## src/rtl/txs_pkg.sv

```systemverilog
package txs_pkg;
  localparam int DATA_W    = 8;
  localparam int MIN_WORD  = 5;
  localparam int MAX_STOP  = 2;
  localparam int FRAME_W   = 1 + DATA_W + 1 + 1 + MAX_STOP;
  localparam int LEN_W     = $clog2(FRAME_W + 1);
  localparam int WCODE_W   = $clog2(DATA_W - MIN_WORD + 1);

  typedef enum logic [1:0] {
    ST_IDLE  = 2'd0,
    ST_SHIFT = 2'd1,
    ST_BRKLO = 2'd2,
    ST_BRKHI = 2'd3
  } eng_state_e;

  typedef struct packed {
    logic [WCODE_W-1:0] wlen;
    logic               par_en;
    logic               par_even;
    logic               nine_en;
    logic               two_stop;
  } frame_cfg_t;
endpackage

```

## src/rtl/txs_framer.sv

```systemverilog
module txs_framer
  import txs_pkg::*;
(
  input  frame_cfg_t        cfg,
  input  logic [DATA_W-1:0] data,
  input  logic              mark_bit,
  output logic [FRAME_W-1:0] frame,
  output logic [LEN_W-1:0]   frame_len
);
  logic [LEN_W-1:0]  word_len;
  logic [DATA_W-1:0] masked;
  logic              par_bit;
  logic [LEN_W-1:0]  pos;

  // keep only the bits that go on the line
  always_comb begin
    word_len = LEN_W'(MIN_WORD) + LEN_W'(cfg.wlen);
    for (int i = 0; i < DATA_W; i++) begin
      masked[i] = (i < int'(word_len)) ? data[i] : 1'b0;
    end
    par_bit = cfg.par_even ? (^masked) : ~(^masked);
  end

  // lay the frame out from bit 0 upward; unused tail stays high (stop level)
  always_comb begin
    frame    = '1;
    frame[0] = 1'b0;
    for (int i = 0; i < DATA_W; i++) begin
      if (i < int'(word_len)) frame[i+1] = data[i];
    end
    pos = word_len + LEN_W'(1);
    if (cfg.par_en) begin
      frame[pos] = par_bit;
      pos        = pos + LEN_W'(1);
    end
    if (cfg.nine_en) begin
      frame[pos] = mark_bit;
      pos        = pos + LEN_W'(1);
    end
    frame_len = pos + LEN_W'(1) + LEN_W'(cfg.two_stop);
  end
endmodule

```

## src/rtl/txs_holdreg.sv

```systemverilog
module txs_holdreg
  import txs_pkg::*;
(
  input  logic              clk,
  input  logic              rst_n,
  input  logic              wr_en,
  input  logic [DATA_W-1:0] wr_data,
  input  logic              addr_set,
  input  logic              take,
  output logic [DATA_W-1:0] hold_data,
  output logic              hold_full,
  output logic              mark_q
);
  logic [DATA_W-1:0] data_q, data_n;
  logic              full_q, full_n;
  logic              mark_n;
  logic              accept;

  always_comb begin
    accept = wr_en & ~full_q;
    full_n = accept | (full_q & ~take);
    data_n = accept ? wr_data : data_q;
    mark_n = addr_set | (mark_q & ~take);
  end

  always_ff @(posedge clk or negedge rst_n) begin
    if (!rst_n) begin
      data_q <= '0;
      full_q <= 1'b0;
      mark_q <= 1'b0;
    end else begin
      data_q <= data_n;
      full_q <= full_n;
      mark_q <= mark_n;
    end
  end

  assign hold_data = data_q;
  assign hold_full = full_q;


  wr_accept_chk: assert property (@(posedge clk) disable iff (!rst_n)
    wr_en && !full_q |=> full_q);

  hold_stable_chk: assert property (@(posedge clk) disable iff (!rst_n)
    full_q && !take |=> full_q && $stable(data_q));

  mark_clear_chk: assert property (@(posedge clk) disable iff (!rst_n)
    take && !addr_set |=> !mark_q);
endmodule

```

## src/rtl/txs_engine.sv

```systemverilog
module txs_engine
  import txs_pkg::*;
(
  input  logic               clk,
  input  logic               rst_n,
  input  logic               tick,
  input  logic               hold_full,
  input  logic               brk_req,
  input  logic [FRAME_W-1:0] frame,
  input  logic [LEN_W-1:0]   frame_len,
  output logic               take,
  output logic               line,
  output logic               idle
);
  eng_state_e         state_q, state_n;
  logic [FRAME_W-1:0] shreg_q, shreg_n;
  logic [LEN_W-1:0]   cnt_q, cnt_n;
  logic [LEN_W-1:0]   len_q, len_n;
  logic               line_q, line_n;
  logic               decide;
  logic               last_bit;

  assign last_bit = (cnt_q == len_q - LEN_W'(1));

  always_comb begin
    state_n = state_q;
    shreg_n = shreg_q;
    cnt_n   = cnt_q;
    len_n   = len_q;
    line_n  = line_q;
    take    = 1'b0;
    decide  = 1'b0;
    if (tick) begin
      unique case (state_q)
        ST_IDLE, ST_BRKHI: decide = 1'b1;
        ST_SHIFT: begin
          if (last_bit) begin
            decide = 1'b1;
          end else begin
            cnt_n  = cnt_q + LEN_W'(1);
            line_n = shreg_q[cnt_q + LEN_W'(1)];
          end
        end
        ST_BRKLO: begin
          if (last_bit) begin
            if (!brk_req) begin
              state_n = ST_BRKHI;
              line_n  = 1'b1;
            end
          end else begin
            cnt_n = cnt_q + LEN_W'(1);
          end
        end
        default: decide = 1'b1;
      endcase
    end
    if (decide) begin
      if (hold_full) begin
        take    = 1'b1;
        state_n = ST_SHIFT;
        shreg_n = frame;
        len_n   = frame_len;
        cnt_n   = '0;
        line_n  = frame[0];
      end else if (brk_req) begin
        state_n = ST_BRKLO;
        len_n   = frame_len;
        cnt_n   = '0;
        line_n  = 1'b0;
      end else begin
        state_n = ST_IDLE;
        line_n  = 1'b1;
      end
    end
  end

  always_ff @(posedge clk or negedge rst_n) begin
    if (!rst_n) begin
      state_q <= ST_IDLE;
      shreg_q <= '1;
      cnt_q   <= '0;
      len_q   <= LEN_W'(1);
      line_q  <= 1'b1;
    end else begin
      state_q <= state_n;
      shreg_q <= shreg_n;
      cnt_q   <= cnt_n;
      len_q   <= len_n;
      line_q  <= line_n;
    end
  end

  assign line = line_q;
  assign idle = (state_q == ST_IDLE);


  idle_high_chk: assert property (@(posedge clk) disable iff (!rst_n)
    state_q == ST_IDLE |-> line_q);

  cnt_bound_chk: assert property (@(posedge clk) disable iff (!rst_n)
    state_q == ST_SHIFT |-> cnt_q < len_q);

  brk_low_chk: assert property (@(posedge clk) disable iff (!rst_n)
    state_q == ST_BRKLO |-> !line_q);

  brk_term_high_chk: assert property (@(posedge clk) disable iff (!rst_n)
    state_q == ST_BRKHI |-> line_q);

  brk_term_once_chk: assert property (@(posedge clk) disable iff (!rst_n)
    state_q == ST_BRKHI && tick |=> state_q != ST_BRKHI);
endmodule

```

## src/rtl/txs_serial_tx.sv

```systemverilog
module txs_serial_tx
  import txs_pkg::*;
(
  input  logic              clk,
  input  logic              rst_n,
  input  logic              bit_tick,
  input  logic              wr_en,
  input  logic [DATA_W-1:0] wr_data,
  input  logic              addr_set,
  input  logic              brk_req,
  input  logic [WCODE_W-1:0] cfg_wlen,
  input  logic              cfg_par_en,
  input  logic              cfg_par_even,
  input  logic              cfg_nine_en,
  input  logic              cfg_two_stop,
  output logic              tx_line,
  output logic              buf_empty,
  output logic              shift_empty,
  output logic              addr_pend
);
  localparam int SYNC_STAGES = 2;

  logic [SYNC_STAGES-1:0] rst_pipe_q;
  logic                   rst_sync_n;
  frame_cfg_t             cfg;
  logic [DATA_W-1:0]      hold_data;
  logic                   hold_full;
  logic                   mark_q;
  logic                   take;
  logic                   eng_idle;
  logic [FRAME_W-1:0]     frame;
  logic [LEN_W-1:0]       frame_len;

  // reset asserts at once, leaves on the clock
  always_ff @(posedge clk or negedge rst_n) begin
    if (!rst_n) rst_pipe_q <= '0;
    else        rst_pipe_q <= {rst_pipe_q[SYNC_STAGES-2:0], 1'b1};
  end
  assign rst_sync_n = rst_pipe_q[SYNC_STAGES-1];

  always_comb begin
    cfg.wlen     = cfg_wlen;
    cfg.par_en   = cfg_par_en;
    cfg.par_even = cfg_par_even;
    cfg.nine_en  = cfg_nine_en;
    cfg.two_stop = cfg_two_stop;
  end

  txs_holdreg u_hold (
    .clk       (clk),
    .rst_n     (rst_sync_n),
    .wr_en     (wr_en),
    .wr_data   (wr_data),
    .addr_set  (addr_set),
    .take      (take),
    .hold_data (hold_data),
    .hold_full (hold_full),
    .mark_q    (mark_q)
  );

  txs_framer u_framer (
    .cfg       (cfg),
    .data      (hold_data),
    .mark_bit  (mark_q),
    .frame     (frame),
    .frame_len (frame_len)
  );

  txs_engine u_engine (
    .clk       (clk),
    .rst_n     (rst_sync_n),
    .tick      (bit_tick),
    .hold_full (hold_full),
    .brk_req   (brk_req),
    .frame     (frame),
    .frame_len (frame_len),
    .take      (take),
    .line      (tx_line),
    .idle      (eng_idle)
  );

  assign buf_empty   = ~hold_full;
  assign shift_empty = eng_idle & ~hold_full;
  assign addr_pend   = mark_q;


  shift_empty_chk: assert property (@(posedge clk) disable iff (!rst_sync_n)
    shift_empty |-> buf_empty && tx_line);

  take_empties_chk: assert property (@(posedge clk) disable iff (!rst_sync_n)
    take && !wr_en |=> buf_empty);
endmodule

```

## config.mk

```make
export PLATFORM = sky130hd
export DESIGN_NAME = txs_serial_tx
export DESIGN_NICKNAME = d
export VERILOG_FILES = /design/src/rtl/txs_pkg.sv /design/src/rtl/txs_framer.sv /design/src/rtl/txs_holdreg.sv /design/src/rtl/txs_engine.sv /design/src/rtl/txs_serial_tx.sv
export SDC_FILE = /design/constraint.sdc
export NUM_CORES = 1
export LEC_CHECK = 0
export ABC_AREA = 1
export BUFFER_PORTS_ARGS = -buffer_cell sky130_fd_sc_hd__buf_2
export CAP_MARGIN = 20
export CORE_UTILIZATION = 40
export DETAILED_ROUTE_END_ITERATION = 10
export SETUP_SLACK_MARGIN = 0.5
export SLEW_MARGIN = 20
export SYNTH_ARGS = -nofsm -noshare
export SYNTH_HDL_FRONTEND = slang
export SYNTH_SLANG_ARGS = --single-unit
```

## constraint.sdc

```tcl
create_clock -name clk -period 1.4 [get_ports clk]
set_clock_uncertainty 0.05 [all_clocks]
set_input_delay 0.42 -clock clk [delete_from_list [all_inputs] [get_ports clk]]
set_output_delay 0.42 -clock clk [all_outputs]
set_load 0.1 [all_outputs]
```

==> impl_metrics.tcl, run 1 <==
set metrics [dict create \
    drt-met1-wl_um 3119 \
    muxShareOfSynthArea 0.004011 \
    synth_top_cell_by_area "dfrtp_1" \
    grt_pass1_vias 2747 \
    postSynth.asyncResetShare 1.000 \
    dp.cells 570 \
    drt_first_pass_iters 4 \
    min_path_type "flop to async pin" \
    period_share 1.420 \
    yosysMostFrequentCell "nand2_1" \
    via_per_inst 4.722 \
    synthCells 393 \
    ys_ff_latch 36 \
    post_dp_cell_area_sq_mm 0.003770 \
    post-dp-hpwl_um 5422 \
    maxSlewViolCount 0 \
    dr.max_layer_used "met4" \
    p_per_area_mw_per_mm2 2037 \
    min_period_ns 1.988 \
    htreeDepth 2 \
    cp-start-kind "flop" \
    drt_iter0_drc 116 \
    syn_area_per_cell_sq_um 7.144 \
    pre_cts_slack_ns -0.8733 \
    critPathArrivalTime_ns 2.16 \
    end_kind "flop" \
    antenna_found_initial 0 \
    grt-ovfl-total 0 \
    post_layout_nonfiller_instances 590 \
    drcViolationCount 0 \
    clock_latency_ns 0.29 \
    ys_seq_area_frac 0.3275 \
    cts_root_buffer "clkbuf_8" \
    synth_warnings 0 \
    crit_required_ns 1.58 \
    violations "setup timing" \
    worst_slack_ns -0.5877 \
    clock.fmax_mhz 503.1 \
    critPathMaxFanout 9 \
    rsz0062_at_grt "yes" \
    ys.flop_type "dfrtp_1" \
    synthTopCellsByArea "dfrtp_1 19%, nand2_1 15%, dfstp_2 14%" \
    reg2reg_depth 12 \
    gp_congestion 0.9852 \
    cts_buffer_depth 2 \
    wl_per_cell_um 12.11 \
    layout-drive-gt1-share 0.4838 \
    wirelength_um 7147 \
    cts_made_buffers 5 \
    fin_setup_tns_ns -14.22 \
    critical_path_class "flop to flop" \
    clkSinkCount 36 \
    finalInstanceArea_sq_mm 0.004229 \
    synthTopCellsByCount "112 x nand2_1, 56 x inv_1, 29 x nand3_1" \
    wl_met2_um 3753 \
    synth_top_family_by_area "simple AND/OR/NAND/NOR gates" \
    die_y_um 85.78 \
    syn2layout_area_growth_pct 50.62 \
    synthesis.nets 433 \
    synthXorXnorAreaFrac 0.02451 \
    post-route-util 0.6225 \
    track_usage 0.2105 \
    die_area_sq_mm 0.007358 \
    synth-compound-area-share 0.1203 \
    p_total_mw 8.615 \
    synthAdderAreaFrac 0.08913 \
    wl_met3_um 139 \
    worst_pin_slew_ns 0.6040 \
    grt_max_degree 35 \
    leakage_nw 2.127 \
    synth-edff-count 0 \
    antenna_left 0 \
    ios 24 \
    rows 30 \
    num-nets-final 533 \
    yosys.area_share.simple 0.3186 \
    status "complete, but fails checks" \
    cts_tree "yes" \
    initial_core_util 0.4133 \
    hold_viol 0 \
    port_buffers 23 \
    relSlewSlack 0.5936 \
    synth_top_area_frac 0.1872 \
    hold-worst-slack_ns 0.1739 \
    die_w_um 85.78 \
    grt_pass1_wl_um 12230 \
    cap_viol_max_count 0 \
    vias 2786 \
    syn_area_sq_mm 0.002808 \
    path_clk_slew_ns 0.07 \
    core-area_sq_mm 0.006794 \
    insertedDiodeCount 0 \
    yosysUniqueCellTypes 40 \
    final-setup-viol-count 30 \
    irDropWorstVdd_mv 1.088 \
]
-- logic make-up after synthesis --
| group | after synthesis |
|---|---|
| XOR/XNOR | 7 |
| buffers and inverters | 74 |
| adder cells (fa/ha/maj) | 20 |
| flip-flops | 36 |
| AO/OA/AOI/OAI | 54 |
| AND/OR/NAND/NOR | 200 |
| multiplexers | 1 |
| other | 1 |
-- worst paths after layout --
| check | start | endpoint | slack [ns] |
|---|---|---|---|
| max reg2reg | u_engine.len_q[0] | u_engine.shreg_q[10] | -0.59 |
| max | u_engine.len_q[0] | u_engine.shreg_q[10] | -0.59 |
| min | rst_pipe_q[1] | u_hold.hold_data[5] | 0.17 |
| min reg2reg | rst_pipe_q[1] | u_hold.hold_data[5] | 0.17 |
| max in group asynchronous | rst_n | rst_pipe_q[1] | 0.82 |
| min in group clk | addr_set | u_hold.mark_q | 0.28 |
-- critical path: stages (launching register included) --
cell     delay [ns]
dfstp_2        0.54
inv_2          0.05
ha_4           0.25
xor2_1         0.14
nand2_1        0.08
nor2_2         0.13
nand3_2        0.12
nand2_4        0.11
nand3_4        0.10
buf_12         0.17
nor2_2         0.07
nand2_1        0.07
o21ai_2        0.05
-- cells in the final DEF (no fill, tap or decap), types with 5 or more instances in the layout --
cell,n
nor3_1,6
o21ai_2,13
buf_2,18
nor2_1,14
nand3_1,26
o21ai_1,7
inv_2,17
a21oi_1,6
nand2_4,5
clkbuf_8,7
inv_1,45
nor2_4,12
nor2_2,9
buf_12,9
ha_1,13
dfstp_2,14
ha_4,6
nand2_1,90
buf_4,68
nand2_2,23
dfrtp_1,18
a21oi_2,12
-- sequential cells by signal, summed over array words and instances (netlist names) --
name,cells
u_hold.hold_full,1
u_hold.hold_data,8
u_hold.mark_q,1
u_engine.len_q,4
rst_pipe_q,2
u_engine.line,1
u_engine.cnt_q,4
u_engine.shreg_q,13
u_engine.state_q,2
-- timing repair --
item / in CTS / in global routing
resized for setup: 37 / 36
endpoints found under the hold margin: 2 / 0
hold buffers: 1 / 0
setup endpoints to repair: 38 / 38
setup buffers: 9 / 1
pin swaps: 10 / 12
cloned: 1 / 0
-- power by group --
part	internal [mW]	switching, mW
logic	2.56	3.23
registers	1.67	0.326
clock network	0.449	0.375
-- layer usage --
layer	track usage	up-vias
li1	-	1441
met1	0.2630	1288
met2	0.3760	41
met3	0.02887	16
met4	0.06515	0
met5	0	-
-- final cells by class --
cell class	count	area [sq um]
tap	96	120.1
inverter	67	276.5
fill	603	2565
timing repair buffer	100	852.1
multi-input combinational	283	1951
sequential	36	929.6
clock buffer	8	100.1
No activity file was read; power rests on OpenSTA's default activity.
==> inputs of run 2 (changes only) <==
Settings changed: CELL_PAD_IN_SITES_DETAIL_PLACEMENT set to 0, CELL_PAD_IN_SITES_GLOBAL_PLACEMENT set to 1, PLACE_DENSITY_LB_ADDON set to 0.1.
Clock period 1.4 ns to 1.8 ns, I/O delays scaled along.
==> run 2 against run 1 <==
  * The run still ends with setup timing left
  * Clock power decreased by 11%
  * Maximum frequency about the same
  * Count of clock-buffer cells in the layout decreased by 2
  * Sequential power decreased by 23%
  * Flip-flop and latch count unchanged
  * Register-to-register slack improved by 0.40 ns
  * Die area unchanged
  * Critical path type unchanged
  * Critical endpoint is now u_engine.state_q[1]
==> impl_metrics.tcl, run 2 (synthesis results as in run 1) <==
set metrics [dict create \
    insertedDiodeCount 0 \
    irDropWorstVdd_mv 0.6883 \
    ff_latch_area_sq_um 925.9 \
    critical_path_class "flop to flop" \
    maxSlewViolCount 0 \
    end_kind "flop" \
    clkSinkCount 36 \
    via_per_inst 4.650 \
    num-nets-final 514 \
    post-dp-hpwl_um 5283 \
    min_path_type "flop to async pin" \
    drcViolationCount 0 \
    crit_top_cell "nand2_4" \
    grt_pass1_wl_um 11920 \
    finalInstanceArea_sq_mm 0.004005 \
    cp-start-kind "flop" \
    die_w_um 85.78 \
    regMostFlops "u_engine.shreg_q" \
    critPathSlowestCell "dfstp_2" \
    layout-drive-gt1-share 0.4589 \
    path_cells "inv_2 -> ha_4 -> xor2_2 -> nand2_1 -> nor2_2 -> nand3_2 -> nand2_4 -> buf_4 -> buf_6 -> nand2_4 -> a21oi_2 -> o21ai_1" \
    cts_root_buffer "clkbuf_8" \
    gp_congestion 0.9064 \
    clock.fmax_mhz 503.5 \
    post_dp_cell_area_sq_mm 0.003565 \
    p_per_area_mw_per_mm2 1594 \
    multi_input_area_sq_mm 0.001873 \
    cts_made_buffers 5 \
    final_cell_mix "86 x nand2_1, 50 x buf_4, 43 x inv_1, 28 x nand2_2, 23 x nand3_1" \
    cts_tree "yes" \
    die_y_um 85.78 \
    crit_required_ns 1.94 \
    critPathMaxFanout 4 \
    cpPeakStageDelay_ns 0.54 \
    drt_iter0_drc 87 \
    track_usage 0.2075 \
    wl_per_cell_um 12.07 \
    fillers 651 \
    min_period_ns 1.986 \
    core-area_sq_mm 0.006794 \
    leakage_nw 2.005 \
    htreeDepth 2 \
    port_buffers 23 \
    die_area_sq_mm 0.007358 \
    grt_max_degree 35 \
    syn2layout_area_growth_pct 42.65 \
    cap_viol_max_count 0 \
    path_clk_slew_ns 0.08 \
    antenna_found_initial 0 \
    wirelength_um 6893 \
    grt-ovfl-total 0 \
    post-route-util 0.5895 \
    period_share 1.103 \
    largest_reg_flops 13 \
    final_common_cell "nand2_1" \
    vias 2655 \
    hold_viol 0 \
    drt_first_pass_iters 4 \
    grt_pass1_vias 2636 \
    clock_latency_ns 0.30 \
    cts_buffer_depth 2 \
    crit_buf_inv 3 \
    critPathArrivalTime_ns 2.13 \
    final-setup-viol-count 27 \
    p_total_mw 6.383 \
    rows 30 \
    antenna_left 0 \
    rsz0062_at_grt "yes" \
    worst_slack_ns -0.1862 \
    initial_core_util 0.4133 \
    violations "setup timing" \
    status "complete, but fails checks" \
    cp_top_family "flip-flops" \
    ios 24 \
]
==> run 2: cell count changes in the layout (fill, tap and decap cells not counted), moves of 5 or more <==
cell,change
buf_4,-18
nand2_2,+5
nor2_1,+5
nor2_2,+6
nor2_4,-11
o21ai_1,+5
o21ai_2,-7
==> run 2: layout make-up <==
cell class                      instances  share of cell area
Inverter                               67             0.06904
Clock buffer                            6             0.01812
Tap cell                               96             0.02999
Timing Repair Buffer                   81              0.1753
Multi-Input combinational cell        283              0.4677
Sequential cell                        36              0.2312
Clock inverter                          2            0.008747
==> run 2: path summary, 6_finish.rpt <==
| path | depth (start not counted) | endpoint | slack (ns) | from |
|---|---|---|---|---|
| setup / recovery | 12 | u_engine.state_q[1] | -0.19 | u_engine.len_q[0] |
| hold / removal | 1 | u_engine.cnt_q[2] | 0.23 | rst_pipe_q[1] |
| setup reg to reg | 12 | u_engine.state_q[1] | -0.19 | u_engine.len_q[0] |
| hold reg to reg | 1 | u_engine.cnt_q[2] | 0.23 | rst_pipe_q[1] |
| max in group asynchronous | 2 | rst_pipe_q[1] | 1.11 | rst_n |
| min in group clk | 0 | rst_pipe_q[1] | 0.31 | rst_pipe_q[0] |
==> run 2: timing repair <==
item                                   in CTS  in global routing
pin swaps                                  17                  2
gates cloned                                0                  0
gates resized for setup                    31                 24
buffers inserted                           15                  2
setup endpoints to repair                  31                 32
endpoints found under the hold margin       2                  0
hold buffers                                1                  0
==> run 2: report_power, final <==
group	total, mW	internal [mW]	switching, mW
Sequential	1.55	1.30	0.255
Combinational	4.10	1.75	2.34
Clock	0.733	0.412	0.322
==> run 2: through the flow <==
stage          setup slack, ns  std cells  setup TNS, ns  hold slack, ns
2_1_floorplan          -0.3040        393         -3.101          0.1944
3_3_place_gp           -0.5898        545         -8.146          0.2442
3_5_place_dp           -0.5981        545         -8.576          0.2503
4_1_cts                -0.1977        569         -3.700          0.2521
5_1_grt                -0.3567        571         -7.553          0.2958
6_report               -0.1862        571         -3.322          0.2265
==> run 2: metal layers <==
layer / vias up / wire length [um] / track usage
li1: 1401 / - / -
met4: 0 / 165 / 0.07273
met2: 29 / 3541 / 0.3775
met1: 1212 / 3056 / 0.2514
met3: 13 / 129 / 0.02695
met5: - / 0 / 0
